### src/rtl/psq_pkg.sv
package psq_pkg;

  typedef enum logic [2:0] {
    ST_FETCH = 3'd0,
    ST_LOAD  = 3'd1,
    ST_EXEC  = 3'd2,
    ST_LIT   = 3'd3,
    ST_DWAIT = 3'd4
  } psq_state_e;

  localparam logic [3:0] OP_NOP   = 4'h0;
  localparam logic [3:0] OP_LIT   = 4'h1;
  localparam logic [3:0] OP_LOAD  = 4'h2;
  localparam logic [3:0] OP_STORE = 4'h3;
  localparam logic [3:0] OP_RET   = 4'hF;

  localparam logic [1:0] Q_SEQ  = 2'd0;
  localparam logic [1:0] Q_JZ   = 2'd1;
  localparam logic [1:0] Q_JMP  = 2'd2;
  localparam logic [1:0] Q_CALL = 2'd3;

endpackage

### src/rtl/psq_rst_sync.sv
module psq_rst_sync #(
  parameter int STAGES = 2
) (
  input  logic clk,
  input  logic rst_n,
  output logic rst_n_sync
);
  logic [STAGES-1:0] chain_q;
  logic [STAGES-1:0] chain_d;

  always_comb begin
    chain_d = {chain_q[STAGES-2:0], 1'b1};
  end

  always_ff @(posedge clk or negedge rst_n) begin
    if (!rst_n) chain_q <= '0;
    else        chain_q <= chain_d;
  end

  assign rst_n_sync = chain_q[STAGES-1];
endmodule

### src/rtl/psq_slot_reg.sv
module psq_slot_reg #(
  parameter int WORD_W  = 18,
  parameter int SLOT_W  = 4,
  parameter int N_SLOTS = 4,
  localparam int PC_W   = SLOT_W * N_SLOTS,
  localparam int QUAL_W = WORD_W - PC_W
) (
  input  logic              clk,
  input  logic              rst_n,
  input  logic              load_en,
  input  logic [WORD_W-1:0] load_word,
  input  logic              shift_en,
  output logic [QUAL_W-1:0] qual,
  output logic [SLOT_W-1:0] head,
  output logic              tail_empty,
  output logic [PC_W-1:0]   target
);
  logic [QUAL_W-1:0] qual_q, qual_d;
  logic [SLOT_W-1:0] slot_q   [N_SLOTS];
  logic [SLOT_W-1:0] slot_d   [N_SLOTS];
  logic [SLOT_W-1:0] shift_in [N_SLOTS];

  // each slot takes its right neighbour on a shift, the last one takes a nop
  for (genvar g = 0; g < N_SLOTS; g++) begin : g_fill
    if (g == N_SLOTS - 1) begin : g_last
      assign shift_in[g] = '0;
    end else begin : g_mid
      assign shift_in[g] = slot_q[g+1];
    end
  end

  always_comb begin
    qual_d = qual_q;
    for (int i = 0; i < N_SLOTS; i++) begin
      slot_d[i] = slot_q[i];
      if (load_en)       slot_d[i] = load_word[(N_SLOTS-1-i)*SLOT_W +: SLOT_W];
      else if (shift_en) slot_d[i] = shift_in[i];
    end
    if (load_en) qual_d = load_word[WORD_W-1 -: QUAL_W];
  end

  always_ff @(posedge clk or negedge rst_n) begin
    if (!rst_n) begin
      qual_q <= '0;
      for (int i = 0; i < N_SLOTS; i++) slot_q[i] <= '0;
    end else begin
      qual_q <= qual_d;
      for (int i = 0; i < N_SLOTS; i++) slot_q[i] <= slot_d[i];
    end
  end

  always_comb begin
    tail_empty = 1'b1;
    for (int i = 1; i < N_SLOTS; i++) begin
      if (slot_q[i] != '0) tail_empty = 1'b0;
    end
    for (int i = 0; i < N_SLOTS; i++) begin
      target[(N_SLOTS-1-i)*SLOT_W +: SLOT_W] = slot_q[i];
    end
  end

  assign qual = qual_q;
  assign head = slot_q[0];
endmodule

### src/rtl/psq_decode.sv
module psq_decode
  import psq_pkg::*;
#(
  parameter int SLOT_W = 4,
  parameter int QUAL_W = 2
) (
  input  logic [QUAL_W-1:0] qual,
  input  logic [SLOT_W-1:0] head,
  input  logic              tail_empty,
  output logic              is_ctl,
  output logic              is_nop,
  output logic              is_lit,
  output logic              is_load,
  output logic              is_store,
  output logic              is_ret,
  output logic              can_overlap
);
  logic uses_mem;

  always_comb begin
    is_ctl   = (qual != '0);
    is_nop   = !is_ctl && (head == SLOT_W'(OP_NOP));
    is_lit   = !is_ctl && (head == SLOT_W'(OP_LIT));
    is_load  = !is_ctl && (head == SLOT_W'(OP_LOAD));
    is_store = !is_ctl && (head == SLOT_W'(OP_STORE));
    is_ret   = !is_ctl && (head == SLOT_W'(OP_RET));
    uses_mem = is_lit || is_load || is_store;
    // the port is free for the next packet when nothing else needs it
    can_overlap = tail_empty && !is_ctl && !is_ret && !uses_mem;
  end
endmodule

### src/rtl/psq_ctrl.sv
module psq_ctrl
  import psq_pkg::*;
#(
  parameter int WORD_W = 18,
  parameter int SLOT_W = 4,
  parameter int PC_W   = 16,
  parameter int QUAL_W = 2
) (
  input  logic              clk,
  input  logic              rst_n,
  input  logic [QUAL_W-1:0] qual,
  input  logic [SLOT_W-1:0] head,
  input  logic              tail_empty,
  input  logic [PC_W-1:0]   target,
  input  logic              is_ctl,
  input  logic              is_nop,
  input  logic              is_lit,
  input  logic              is_load,
  input  logic              is_store,
  input  logic              is_ret,
  input  logic              can_overlap,
  input  logic              zero_flag,
  input  logic [PC_W-1:0]   ret_target,
  input  logic [WORD_W-1:0] dp_addr,
  input  logic [WORD_W-1:0] mem_rdata,
  output logic              load_en,
  output logic              shift_en,
  output logic [WORD_W-1:0] mem_addr,
  output logic              mem_rd,
  output logic              mem_we,
  output logic [PC_W-1:0]   pc,
  output logic              issue_valid,
  output logic [SLOT_W-1:0] issue_op,
  output logic [WORD_W-1:0] lit_data,
  output logic              flag_pop,
  output logic              ret_push,
  output logic [PC_W-1:0]   ret_addr,
  output logic              ret_pop
);
  localparam int PAD_W = WORD_W - PC_W;

  psq_state_e      state_q, state_d;
  logic [PC_W-1:0] pc_q, pc_d;
  logic [PC_W-1:0] pc_inc;

  assign pc_inc = pc_q + PC_W'(1);

  always_comb begin
    state_d     = state_q;
    pc_d        = pc_q;
    mem_addr    = {{PAD_W{1'b0}}, pc_q};
    mem_rd      = 1'b0;
    mem_we      = 1'b0;
    issue_valid = 1'b0;
    issue_op    = head;
    lit_data    = '0;
    load_en     = 1'b0;
    shift_en    = 1'b0;
    flag_pop    = 1'b0;
    ret_push    = 1'b0;
    ret_pop     = 1'b0;
    ret_addr    = pc_q;

    case (state_q)
      ST_FETCH: begin
        mem_rd  = 1'b1;
        state_d = ST_LOAD;
      end

      ST_LOAD: begin
        load_en = 1'b1;
        pc_d    = pc_inc;
        state_d = ST_EXEC;
      end

      ST_EXEC: begin
        if (is_ctl) begin
          state_d = ST_FETCH;
          case (qual)
            QUAL_W'(Q_JZ): begin
              flag_pop = 1'b1;
              if (zero_flag) pc_d = target;
            end
            QUAL_W'(Q_JMP): pc_d = target;
            default: begin
              ret_push = 1'b1;
              pc_d     = target;
            end
          endcase
        end else if (is_ret) begin
          ret_pop = 1'b1;
          pc_d    = ret_target;
          state_d = ST_FETCH;
        end else if (is_lit) begin
          mem_rd  = 1'b1;
          pc_d    = pc_inc;
          state_d = ST_LIT;
        end else if (is_load) begin
          issue_valid = 1'b1;
          mem_rd      = 1'b1;
          mem_addr    = dp_addr;
          state_d     = ST_DWAIT;
        end else begin
          if (is_store) begin
            mem_we   = 1'b1;
            mem_addr = dp_addr;
          end
          issue_valid = !is_nop;
          if (can_overlap) begin
            mem_rd  = 1'b1;
            state_d = ST_LOAD;
          end else if (tail_empty) begin
            state_d = ST_FETCH;
          end else begin
            shift_en = 1'b1;
          end
        end
      end

      ST_LIT: begin
        issue_valid = 1'b1;
        issue_op    = SLOT_W'(OP_LIT);
        lit_data    = mem_rdata;
        if (tail_empty) begin
          state_d = ST_FETCH;
        end else begin
          shift_en = 1'b1;
          state_d  = ST_EXEC;
        end
      end

      ST_DWAIT: begin
        if (tail_empty) begin
          state_d = ST_FETCH;
        end else begin
          shift_en = 1'b1;
          state_d  = ST_EXEC;
        end
      end

      default: state_d = ST_FETCH;
    endcase
  end

  always_ff @(posedge clk or negedge rst_n) begin
    if (!rst_n) begin
      state_q <= ST_FETCH;
      pc_q    <= '0;
    end else begin
      state_q <= state_d;
      pc_q    <= pc_d;
    end
  end

  assign pc = pc_q;
endmodule

### src/rtl/psq_sequencer.sv
module psq_sequencer #(
  parameter int WORD_W  = 18,
  parameter int SLOT_W  = 4,
  parameter int N_SLOTS = 4,
  localparam int PC_W   = SLOT_W * N_SLOTS
) (
  input  logic              clk,
  input  logic              rst_n,
  output logic [WORD_W-1:0] mem_addr,
  output logic              mem_rd,
  output logic              mem_we,
  input  logic [WORD_W-1:0] mem_rdata,
  output logic [PC_W-1:0]   pc,
  output logic              issue_valid,
  output logic [SLOT_W-1:0] issue_op,
  output logic [WORD_W-1:0] lit_data,
  input  logic              zero_flag,
  output logic              flag_pop,
  input  logic [WORD_W-1:0] dp_addr,
  output logic              ret_push,
  output logic [PC_W-1:0]   ret_addr,
  output logic              ret_pop,
  input  logic [PC_W-1:0]   ret_target
);
  localparam int QUAL_W = WORD_W - PC_W;

  logic              rst_n_sync;
  logic              load_en, shift_en;
  logic [QUAL_W-1:0] qual;
  logic [SLOT_W-1:0] head;
  logic              tail_empty;
  logic [PC_W-1:0]   target;
  logic              is_ctl, is_nop, is_lit, is_load, is_store, is_ret, can_overlap;

  psq_rst_sync #(.STAGES(2)) u_rst (
    .clk        (clk),
    .rst_n      (rst_n),
    .rst_n_sync (rst_n_sync)
  );

  psq_slot_reg #(.WORD_W(WORD_W), .SLOT_W(SLOT_W), .N_SLOTS(N_SLOTS)) u_slots (
    .clk        (clk),
    .rst_n      (rst_n_sync),
    .load_en    (load_en),
    .load_word  (mem_rdata),
    .shift_en   (shift_en),
    .qual       (qual),
    .head       (head),
    .tail_empty (tail_empty),
    .target     (target)
  );

  psq_decode #(.SLOT_W(SLOT_W), .QUAL_W(QUAL_W)) u_dec (
    .qual        (qual),
    .head        (head),
    .tail_empty  (tail_empty),
    .is_ctl      (is_ctl),
    .is_nop      (is_nop),
    .is_lit      (is_lit),
    .is_load     (is_load),
    .is_store    (is_store),
    .is_ret      (is_ret),
    .can_overlap (can_overlap)
  );

  psq_ctrl #(.WORD_W(WORD_W), .SLOT_W(SLOT_W), .PC_W(PC_W), .QUAL_W(QUAL_W)) u_ctrl (
    .clk         (clk),
    .rst_n       (rst_n_sync),
    .qual        (qual),
    .head        (head),
    .tail_empty  (tail_empty),
    .target      (target),
    .is_ctl      (is_ctl),
    .is_nop      (is_nop),
    .is_lit      (is_lit),
    .is_load     (is_load),
    .is_store    (is_store),
    .is_ret      (is_ret),
    .can_overlap (can_overlap),
    .zero_flag   (zero_flag),
    .ret_target  (ret_target),
    .dp_addr     (dp_addr),
    .mem_rdata   (mem_rdata),
    .load_en     (load_en),
    .shift_en    (shift_en),
    .mem_addr    (mem_addr),
    .mem_rd      (mem_rd),
    .mem_we      (mem_we),
    .pc          (pc),
    .issue_valid (issue_valid),
    .issue_op    (issue_op),
    .lit_data    (lit_data),
    .flag_pop    (flag_pop),
    .ret_push    (ret_push),
    .ret_addr    (ret_addr),
    .ret_pop     (ret_pop)
  );
endmodule

### config.mk
export PLATFORM = sky130hd
export DESIGN_NAME = psq_sequencer
export DESIGN_NICKNAME = d
export VERILOG_FILES = /design/src/rtl/psq_pkg.sv /design/src/rtl/psq_rst_sync.sv /design/src/rtl/psq_slot_reg.sv /design/src/rtl/psq_decode.sv /design/src/rtl/psq_ctrl.sv /design/src/rtl/psq_sequencer.sv
export SDC_FILE = /design/constraint.sdc
export NUM_CORES = 1
export LEC_CHECK = 0
export BUFFER_PORTS_ARGS = -buffer_cell sky130_fd_sc_hd__clkbuf_2
export CAP_MARGIN = 30
export CORE_AREA = 5 5 80 97
export DETAILED_ROUTE_END_ITERATION = 6
export DIE_AREA = 0 0 85 102
export PLACE_DENSITY = 0.72
export SKIP_LAST_GASP = 1
export SLEW_MARGIN = 25
export SYNTH_ARGS = -nofsm -noshare
export SYNTH_HDL_FRONTEND = slang
export SYNTH_SLANG_ARGS = --single-unit
### constraint.sdc
create_clock -name clk -period 2.3 [get_ports clk]
set_input_delay 0.115 -clock clk [delete_from_list [all_inputs] [get_ports clk]]
set_output_delay 0.115 -clock clk [all_outputs]
set_load 0.02 [all_outputs]
; ---- Word level (Yosys, flattened, before mapping)
; Cells that the tools add are included.
[classes]
n_addsub = 1
n_eq_ne = 13
n_mux = 67
reduce_logical = 25
[ops]
columns = operator, count
row1 = $mux 18, 7
row2 = $mux 16, 5
row3 = $mux 4, 9
row4 = $mux 1, 34
row5 = $pmux 16 s2, 1
row6 = $mux 3, 6
row7 = $add 16x1->16 const B, 1
row8 = $pmux 3 s4, 1
row9 = $reduce_bool 4->1, 3
row10 = $eq 4x2->1 const B, 2
row11 = $logic_and 1x1->1, 8
row12 = $ne 4x4->1 const B, 2
row13 = $ne 7x7->1 const B, 1
row14 = $eq 3x2->1 const B, 2
row15 = $pmux 1 s2, 3
row16 = $reduce_bool 2->1, 3
row17 = $eq 4x1->1 const B, 1
row18 = $eq 4x4->1 const B, 1
row19 = $logic_not 1->1, 4
row20 = $logic_not 4->1, 1
row21 = $reduce_or 2->1, 2
row22 = $eq 3x1->1 const B, 1
row23 = $eq 3x3->1 const B, 1
row24 = $logic_not 3->1, 1
row25 = 5 further kinds, 6
[word_totals]
register_bits = 39
out_inout_bits = 78

; ---- Depth between registers and ports, before layout
[logic_depth]
ltp_word = 15
mapped_depth = 9

; ---- Cells and area by module
; Synthesis repeated with hierarchy kept, for this count alone.
[unflattened]
hier_cells = 330
area_unflattened_um2 = 3075.4
[modules_own_cells]
columns = mod, instances, cells_each, area_each_um2, seq_area_each_um2
row1 = psq_ctrl, 1, 234, 2054.5, 475.5
row2 = psq_slot_reg, 1, 80, 863.3, 450.4
row3 = psq_decode, 1, 13, 103.8, 0.0
row4 = psq_rst_sync, 1, 3, 53.8, 50.0

; ---- Worst setup path before layout
; OpenSTA, ideal clock, no wires.
[synth_path]
path_kind = register to register
startpoint = reg u_ctrl.state_q[0]
endpoint = reg u_slots.slot_q, in the netlist u_slots.target[10]
arrival_time_ps = 1745
required_ps = 2175
setup_slack_ps = 430
stages_incl_launch_ff = 7
n_path_buf = 2
period_less_slack_ps = 1870
cell_sequence = dfrtp_1 > buf_2 > nor3b_4 > nand3_2 > o21ai_4 > buf_6 > mux2_4
[synth_between]
elab_chain_cells = 4
[synth_lines]
columns = element, line
row1 = start: declaration, psq_ctrl.sv:42  ; psq_state_e state_q, state_d;
row2 = start signal: assignment, psq_ctrl.sv:150  ; state_q <= state_d;
row3 = $eq 3x2->1 / $eq 3x3->1 (equally long branches), psq_ctrl.sv:64  ; case (state_q)
row4 = $reduce_or 2->1 (no source line), --
row5 = $pmux 1 s2, psq_ctrl.sv:64
row6 = $reduce_bool 2->1 (no source line), --
row7 = end: declaration, psq_slot_reg.sv:19  ; logic [SLOT_W-1:0] slot_q [N_SLOTS];
; Several ways; a longest one is shown, not always the timed one.
; A chain may end at the register's enable or synchronous reset.

; ---- Worst setup path after layout
[layout_path]
startpoint = reg u_ctrl.state_q[2]
endpoint = out mem_addr[7]
[layout_between]
elab_chain_cells = 2
[layout_lines]
columns = element, line
row1 = $eq 3x2->1, psq_ctrl.sv:64
row2 = $mux 18, psq_ctrl.sv:64
row3 = end: declaration, psq_sequencer.sv:9  ; output logic [WORD_W-1:0] mem_addr,
; No other way between the ends.

==> results.json <==
{
  "crit_slowest_cell": "dfrtp_1",
  "wl_per_cell_um": 15.87,
  "clock-skew-final_ns": 0.006610,
  "ios": 133,
  "vias_per_cell": 5.472,
  "critPathKind": "reg -> out",
  "rows": 33,
  "cts_tree": "done",
  "grtUsageMet1": 0.2402,
  "antennaDiodeCount": 0,
  "worst-path-buf-inv": 3,
  "io_buffers": 132,
  "critical_path_required_ns": 2.18,
  "busiest_layer": "met2",
  "vias": 2851,
  "slowest_delay_ns": 0.51,
  "dp.cells": 512,
  "grt_usage": 0.1860,
  "drt_iter0_markers": 100,
  "syn2layout_area_growth_pct": 24.98,
  "ctsLongestPathBuffers": 2,
  "r2r.worst_path.cells": 6,
  "setup_violations": 0,
  "ir_drop_mv": 0.7267,
  "cts.sinks": 39,
  "synthesis.nets": 374,
  "netlist_instances": 318,
  "die_h_um": 102,
  "synth_area_um2": 2950,
  "overflow": 0,
  "status": "finished, final reports clean",
  "drive_above_1_share": 0.4747,
  "cts_buffers": 5,
  "hold_viol_final": 0,
  "yosys.area.top_type": "dfrtp_1",
  "pre_cts_ws_ns": 0.2741,
  "num-nets-final": 489,
  "grt_pass1_wl_um": 13130,
  "coreArea_um2": 6689,
  "drc": 0,
  "r2r-end": "u_ctrl.pc[12]",
  "reg2reg_slack_ns": 0.22,
  "postLayoutCellArea_um2": 3687,
  "fin_ws_ns": 0.1005,
  "worst_setup_path_start_kind": "flip-flop",
  "fin_cells": 521,
  "synthTopCellsByArea": "dfrtp_1, mux2_2, and2_1, buf_4, o21ai_0",
  "hpwl_um": 6376,
  "grt_start_max_net_pins": 38,
  "period_share": 0.9563,
  "min-delay-start": "mem_rdata[1]",
  "grt_use_met2": 0.3110,
  "ys_ff_latch": 39,
  "whs_endpoint": "u_slots.target[1]",
  "worstMarginPinSlew_ns": 0.5342,
  "maxSlewViolCount": 0,
  "wl_um": 8268,
  "antenna_found_initial": 0,
  "ys.flop_type": "dfrtp_1",
  "postPlaceCellArea_um2": 3566,
  "grt_pass1_vias": 2585,
  "gp_congestion": 0.9076,
  "fillerInstances": 625,
  "worst_ep_arrival_time_ns": 2.08,
  "whs_path_depth": 3,
  "cts_max_level": 2,
  "maxCapViolations": 0,
  "synth.top_cell.area_share": 0.3308,
  "path_common_cell": "buf_4",
  "finalWorstPathRequiredPeriod_ns": 2.200,
  "die_w_um": 85,
  "power_leakage_nw": 1.755,
  "avgSynthCellArea_um2": 9.278,
  "clk_pin_slew_ns": 0.08,
  "worstPathCellList": "nor3b_4, buf_4, nand3_1, buf_4, mux2_2, clkbuf_2",
  "met3_usage": 0.04274,
  "clk_latency_ns": 0.29,
  "ant_nets": 0,
  "synth-edff-count": 0,
  "ys_types": 59,
  "maxSlewHeadroom": 0.6425,
  "max_freq_ghz": 0.4546,
  "endpoint_kind": "primary output",
  "drt_first_pass_iters": 4,
  "path_max_fanout": 19,
  "async_flop_share": 1.000,
  "cts_root_buf": "clkbuf_8",
  "r2r-start": "u_slots.qual[1]",
  "seq_area_frac_synth": 0.3308,
  "crit_family": "buffers and inverters",
  "dieArea_um2": 8670,
  "hold_path.class": "in -> reg",
  "initial_core_util": 0.4411,
  "ys_warn_count": 0,
  "power_density_nw_per_um2": 1482
}
==> layout by cell type (no fill, tap or decap), drive strengths merged, types with 2 or more instances in the layout <==
cell / n
a21oi: 12
a22o: 7
a22oi: 11
a31oi: 3
and2: 22
and3: 2
and4: 5
buf: 14
clkbuf: 137
clkinvlp: 2
dfrtp: 39
inv: 11
mux2: 36
mux2i: 2
nand2: 20
nand3: 7
nand4: 4
nor2: 17
nor2b: 6
nor3: 6
nor4: 5
o211ai: 2
o21ai: 29
o22a: 3
o22ai: 4
o32a: 3
o32ai: 4
or3b: 2
==> through the flow <==
step	power (mW)	util	hold slack (ns)	TNS, ns
floorplan	4.150	-	-0.1806	0
global placement	4.904	0.5331	-0.09800	0
detailed placement	4.972	0.5331	-0.09547	0
CTS	5.451	0.5479	0.03885	0
global route	5.864	0.5513	0.03305	-0.02334
finish	5.465	0.5513	0.03830	0
==> final cells by class <==
type	count	area [um^2]	share of cell area
clock inverters	3	20.02	0.005429
repair buffers	147	775.7	0.2104
flip-flops and latches	39	977.2	0.2650
well taps	87	108.9	0.02952
inverters	11	41.29	0.01120
clock buffers	5	68.82	0.01866
multi-input cells	229	1695	0.4598
==> how the worst max path moves through the flow <==
| stage | slack [ns] | from | cells after the start | end |
|---|---|---|---|---|
| 4_1_cts | 0.06 | u_ctrl.state_q[1] | 6 | mem_addr[5] |
| 5_1_grt | -0.02 | u_slots.target[11] | 6 | mem_rd |
| 3_3_place_gp | 0.34 | u_slots.qual[0] | 6 | u_ctrl.pc[12] |
| 3_5_place_dp | 0.27 | u_slots.qual[1] | 6 | u_ctrl.pc[12] |
| 6_report | 0.10 | u_ctrl.state_q[2] | 6 | mem_addr[7] |
| 2_1_floorplan | 0.43 | u_ctrl.state_q[0] | 6 | u_slots.target[10] |
==> worst min-delay path, delay by kind of cell <==
family | cells | cell delay, ns
AO/OA/AOI/OAI | 1 | 0.06
buffers and inverters | 1 | 0.08
AND/OR/NAND/NOR | 1 | 0.04
==> state kept, by name (all words and copies together) (netlist names) <==
name / count
u_ctrl.pc: 16
u_slots.target: 12
u_slots.head: 4
u_ctrl.state_q: 3
u_rst.chain_q: 2
u_slots.qual: 2
==> where the power goes <==
group          switching, mW  internal, mW
clock network          0.256         0.211
registers              0.555         0.988
logic                   1.97          1.48
total                   2.78          2.68
==> Yosys cell counts (3+ instances only) <==
cell      instances
nor2b_1           6
buf_6             3
nor2_1           16
a22oi_1          11
mux2_4            5
mux2_2           31
nand4_1           4
o32a_1            3
nand2_1          20
nor4_1            3
clkbuf_1          6
inv_1            11
a22o_1            7
o32ai_1           4
and4_1            5
dfrtp_1          39
o22ai_1           3
and2_1           22
nand3_1           6
buf_2            12
nor3_1            6
o21ai_0          25
o22a_1            3
buf_4            17
a21oi_1          10
==> logic make-up (layout without fill, tap and decap cells) <==
group	Yosys count	count (layout)	share of synthesized area
multiplexers	38	38	0.1505
AO/OA/AOI/OAI	85	85	0.2031
other	1	1	0.001271
AND/OR/NAND/NOR	103	103	0.2053
XOR/XNOR	1	1	0.002969
buffers and inverters	50	166	0.1018
flip-flops	39	39	0.3308
adder cells (fa/ha/maj)	1	1	0.004240
==> repair_timing <==
action	in CTS	in global routing
endpoints found under the setup margin	0	17
buffers inserted	0	0
resized for setup	0	4
hold endpoints to repair	2	0
hold buffers	1	0
==> per-layer routing <==
metal	vias up	wire length, um
li1	1378	-
met1	1348	3430
met2	114	4052
met3	11	659
met4	0	125
met5	-	0
Power figures use the tool's default switching activity.
